`src/rtl/dlyc_pkg.sv`:
```
package dlyc_pkg;

    // Kind of update applied to the delay registers in one cycle
    typedef enum logic [1:0] {
        UPD_NONE    = 2'b00,
        UPD_STAGE   = 2'b01,
        UPD_COMMIT  = 2'b10,
        UPD_BOTH    = 2'b11
    } upd_kind_e;

    function automatic upd_kind_e classify_upd(input logic wr_hit, input logic commit);
        return upd_kind_e'({commit, wr_hit});
    endfunction

endpackage

```
`src/rtl/dlyc_store.sv`:
```
module dlyc_store
    import dlyc_pkg::*;
#(
    parameter int DLY_W = 16
) (
    input  logic             clk,
    input  logic             rst_n,
    input  logic             wr_hit,
    input  logic [DLY_W-1:0] wr_val,
    input  logic             commit,
    output logic [DLY_W-1:0] staged,
    output logic [DLY_W-1:0] active
);

    typedef struct packed {
        logic [DLY_W-1:0] staged;
        logic [DLY_W-1:0] active;
    } store_t;

    store_t st_d, st_q;
    upd_kind_e kind;

    always_comb begin
        kind = classify_upd(wr_hit, commit);
        st_d = st_q;
        case (kind)
            UPD_STAGE: begin
                st_d.staged = wr_val;
            end
            UPD_COMMIT: begin
                st_d.active = st_q.staged;
            end
            UPD_BOTH: begin
                // the same-cycle write is captured first, then committed
                st_d.staged = wr_val;
                st_d.active = wr_val;
            end
            default: begin
                st_d = st_q;
            end
        endcase
    end

    always_ff @(posedge clk or negedge rst_n) begin
        if (!rst_n) begin
            st_q <= '0;
        end else begin
            st_q <= st_d;
        end
    end

    assign staged = st_q.staged;
    assign active = st_q.active;

endmodule

```
`src/rtl/dlyc_match.sv`:
```
module dlyc_match #(
    parameter int DLY_W = 16
) (
    input  logic             clk,
    input  logic             rst_n,
    input  logic             en,
    input  logic [DLY_W-1:0] cnt,
    input  logic [DLY_W-1:0] delay,
    output logic             fire
);

    typedef struct packed {
        logic hit_prev;
        logic fire;
    } match_t;

    match_t m_d, m_q;
    logic   hit_now;

    always_comb begin
        hit_now      = en && (cnt == delay);
        m_d          = m_q;
        m_d.hit_prev = hit_now;
        // one pulse per match episode, even if the counter stalls
        m_d.fire     = hit_now && !m_q.hit_prev;
    end

    always_ff @(posedge clk or negedge rst_n) begin
        if (!rst_n) begin
            m_q <= '0;
        end else begin
            m_q <= m_d;
        end
    end

    assign fire = m_q.fire;

endmodule

```
`src/rtl/dlyc_readout.sv`:
```
module dlyc_readout #(
    parameter int DLY_W = 16,
    parameter int REG_W = 32
) (
    input  logic             sel,
    input  logic [DLY_W-1:0] active,
    output logic [REG_W-1:0] rdata
);

    localparam int PAD_W = REG_W - DLY_W;

    generate
        if (PAD_W > 0) begin : g_pad
            assign rdata = sel ? {{PAD_W{1'b0}}, active} : '0;
        end else begin : g_nopad
            assign rdata = sel ? active : '0;
        end
    endgenerate

endmodule

```
`src/rtl/dly_pretrig_chan.sv`:
```
module dly_pretrig_chan #(
    parameter int DLY_W = 16,
    parameter int REG_W = 32
) (
    input  logic             clk,
    input  logic             rst_n,
    input  logic             reg_sel,
    input  logic             reg_we,
    input  logic [REG_W-1:0] reg_wdata,
    output logic [REG_W-1:0] reg_rdata,
    input  logic             load_ok,
    input  logic             chan_en,
    input  logic [DLY_W-1:0] cnt_val,
    output logic             pre_trig
);

    logic             wr_hit;
    logic [DLY_W-1:0] shadow_q;
    logic [DLY_W-1:0] active_q;
    logic             unused_rsv;

    assign wr_hit     = reg_sel && reg_we;
    assign unused_rsv = ^reg_wdata[REG_W-1:DLY_W];

    dlyc_store #(.DLY_W(DLY_W)) u_store (
        .clk    (clk),
        .rst_n  (rst_n),
        .wr_hit (wr_hit),
        .wr_val (reg_wdata[DLY_W-1:0]),
        .commit (load_ok),
        .staged (shadow_q),
        .active (active_q)
    );

    dlyc_match #(.DLY_W(DLY_W)) u_match (
        .clk   (clk),
        .rst_n (rst_n),
        .en    (chan_en),
        .cnt   (cnt_val),
        .delay (active_q),
        .fire  (pre_trig)
    );

    dlyc_readout #(.DLY_W(DLY_W), .REG_W(REG_W)) u_rd (
        .sel    (reg_sel),
        .active (active_q),
        .rdata  (reg_rdata)
    );

endmodule

```
`config.mk`:
```
export PLATFORM = sky130hd
export DESIGN_NAME = dly_pretrig_chan
export DESIGN_NICKNAME = d
export VERILOG_FILES = /design/src/rtl/dlyc_pkg.sv /design/src/rtl/dlyc_store.sv /design/src/rtl/dlyc_match.sv /design/src/rtl/dlyc_readout.sv /design/src/rtl/dly_pretrig_chan.sv
export SDC_FILE = /design/constraint.sdc
export NUM_CORES = 1
export LEC_CHECK = 0
export ABC_CLOCK_PERIOD_IN_PS = 1400
export CORE_MARGIN = 2
export CORE_UTILIZATION = 30
export DETAILED_ROUTE_END_ITERATION = 16
export DONT_BUFFER_PORTS = 1
export GPL_TIMING_DRIVEN = 0
export PLACE_DENSITY_LB_ADDON = 0.2
export SLEW_MARGIN = 40
export SYNTH_ARGS = -nofsm -noshare
export SYNTH_HDL_FRONTEND = slang
export SYNTH_SLANG_ARGS = --single-unit
export TNS_END_PERCENT = 30
```
`constraint.sdc`:
```
create_clock -name clk -period 1.4 [get_ports clk]
set_input_delay 0.14 -clock clk [delete_from_list [all_inputs] [get_ports clk]]
set_output_delay 0.14 -clock clk [all_outputs]
set_load 0.01 [all_outputs]
```
==> results_dict.tcl <==
set metrics [dict create \
    status "completed" \
    combPwrFrac 0.225 \
    drive_gt1_frac 0.419 \
    route.vias.total 975 \
    startpoint "u_store.active[4]$_DFFE_PN0P_" \
    h-tree-depth 2 \
    dp.cells 214 \
    worst_slack_ps 109 \
    synthCells 127 \
    layout_common_cells "dfrtp_1, mux2_4, buf_4" \
    rsz0062_at_grt "true" \
    synth_top_area_frac 0.493 \
    coreArea_sq_mm 0.00554 \
    fin_crit_sh 0.922 \
    yosys_warnings 0 \
    slew_violations 0 \
    cp.required_ps 1600 \
    startpoint_type "flip-flop" \
    overflow 0 \
    io-pin-count 87 \
    dieArea_sq_mm 0.00638 \
    yosysSeqAreaShare 0.493 \
    root_buffer "clkbuf_8" \
    instances_no_fill 227 \
    synth_cell_types 16 \
    r2r_cells 4 \
    path_max_fanout 2 \
    cts_tree "done" \
    final_common_cell "dfrtp_1" \
    dp_hpwl_microns 2560 \
    crit_type "flip-flop to flip-flop" \
    clk_latency_ps 280 \
    start_util 0.312 \
    endpoint_kind "flip-flop" \
    dpl_cell_area_sq_mm 0.00187 \
    track_usage 0.117 \
    syn_area_per_cell_sq_um 13.6 \
    syn_area_sq_mm 0.00173 \
    seqPwrFrac 0.491 \
    hold_viol_final 0 \
    wl_microns 3460 \
    ys_ff_latch 34 \
    cap_violations 0 \
    p_per_area_mw_per_mm2 1250 \
    area_growth_pct 17.5 \
    finalClockSkew_ps 5.87 \
    max_freq_ghz 0.774 \
    max-vdd-ir-drop_mv 0.487 \
    hold_path_class "primary input to flip-flop" \
    clock_path_buffers 2 \
    setup_viol 0 \
    worstSetupEndpoint "u_match.fire$_DFF_PN0_" \
    reg2reg_from "u_store.active[4]$_DFFE_PN0P_" \
    die_h_microns 79.9 \
    switching_share 0.261 \
    routed_via_density 4.30 \
    m1WireLength_microns 1420 \
    clk_pin_slew_ps 70 \
    cts_num_sinks 34 \
    yosys-top-cells-area "dfrtp_1, mux2_4, mux2_2" \
    post_drt_wl_per_cell_microns 15.3 \
    top_layer "met4" \
    drtIter0Drc 38 \
    design_area_sq_mm 0.00203 \
    grt_start_max_net_pins 35 \
    p_switching_mw 0.661 \
    dr.pass1.iters 2 \
    antenna_found_initial 0 \
    wl_met3_microns 279 \
    r2r_slack_ps 110 \
    rows 27 \
    wl_met2_microns 1720 \
    grt_pass1_vias 1043 \
    drc 0 \
    die_w_microns 79.9 \
    r2r-end "u_match.fire$_DFF_PN0_" \
    place_ws_ps 18.5 \
    cts_made_buffers 5 \
    power.leakage_nw 0.968 \
    antennaDiodeCount 0 \
    place.gp.congestion 0.655 \
    period_needed_ps 1290 \
    p_clk_frac 0.284 \
    fin_nets 208 \
    antenna_left 0 \
    p_int_mw 1.87 \
    grt_first_pass_wirelength_microns 5410 \
    arrival_ps 1490 \
    nFillCells 567 \
    yosys.area.top_type "dfrtp_1" \
    port_buffers 0 \
]
what timing repair did:
item / CTS / global route
resized for setup: 1 / 1
buffers inserted: 0 / 3
pin swaps: 0 / 7
endpoints found under the hold margin: 34 / 0
setup endpoints to repair: 1 / 1
hold buffers: 2 / 0
Yosys cell counts:
master	number
dfrtp_1	34
mux2_4	20
and2_1	16
buf_4	16
mux2_2	12
xor2_1	12
xnor2_1	4
nor4_1	3
buf_2	2
nand4_1	2
buf_6	1
clkbuf_1	1
conb_1	1
nand2_4	1
nor2_1	1
nor3_1	1
power groups by stage:
stage	Sequential (mW)	Combinational, mW	Clock (mW)
2_1_floorplan	1.23	0.457	0
3_3_place_gp	1.26	0.506	0
3_5_place_dp	1.27	0.516	0
4_1_cts	1.25	0.553	0.754
5_1_grt	1.27	0.631	0.796
6_report	1.25	0.570	0.720
how the worst min path moves through the flow:
stage / startpoint / end / slack, ps / cells after the start
floorplan: rst_n / u_match.fire$_DFF_PN0_ / -160 / 0
global placement: rst_n / u_store.staged[15]$_DFFE_PN0P_ / -150 / 0
detailed placement: rst_n / u_store.active[15]$_DFFE_PN0P_ / -150 / 0
CTS: reg_wdata[9] / u_store.staged[9]$_DFFE_PN0P_ / 3 / 1
global route: reg_wdata[9] / u_store.staged[9]$_DFFE_PN0P_ / 2 / 1
finish: reg_wdata[9] / u_store.staged[9]$_DFFE_PN0P_ / 20 / 1
worst max-delay path, stage by stage, from the launching register on:
cell and delay, ps:
dfrtp_1 390, xor2_1 160, nor4_2 300, nand4_1 170, nor3_2 190
state kept, by name, indices dropped and copies added, names as in the netlist:
register        flops
u_store.active     16
u_store.staged     16
u_match.fire        1
u_match.m_q         1
metal layers:
| layer | vias to the layer above | track usage |
|---|---|---|
| li1 | 447 | - |
| met1 | 476 | 0.140 |
| met2 | 47 | 0.193 |
| met3 | 5 | 0.0373 |
| met4 | 0 | 0.0508 |
| met5 | - | 0 |
cell type report:
cell class	count	area (sq um)	area share
flip-flops and latches	34	851	0.419
multi-input cells	88	798	0.394
plain buffers	20	145	0.0716
repair buffers	5	52.6	0.0259
clock inverters	1	5.00	0.00247
well taps	72	90.1	0.0444
clock buffers	7	86.3	0.0426
through the flow:
stage | power (mW) | TNS (ps) | hold WS, ps | util
after floorplan | 1.69 | 0 | -156 | -
after global placement | 1.77 | -25.2 | -154 | 0.338
after detailed placement | 1.78 | 0 | -155 | 0.338
after CTS | 2.56 | 0 | 2.93 | 0.361
after global routing | 2.69 | -47.6 | 1.59 | 0.366
final | 2.54 | 0 | 16.8 | 0.366
cell families after synthesis:
family | share of synthesized area
simple gates | 0.0877
xor+xnor | 0.0812
flops | 0.493
mux | 0.252
other cells | 0.00217
buf+inv | 0.0841
Note: power is estimated with default switching activity, not from simulation.
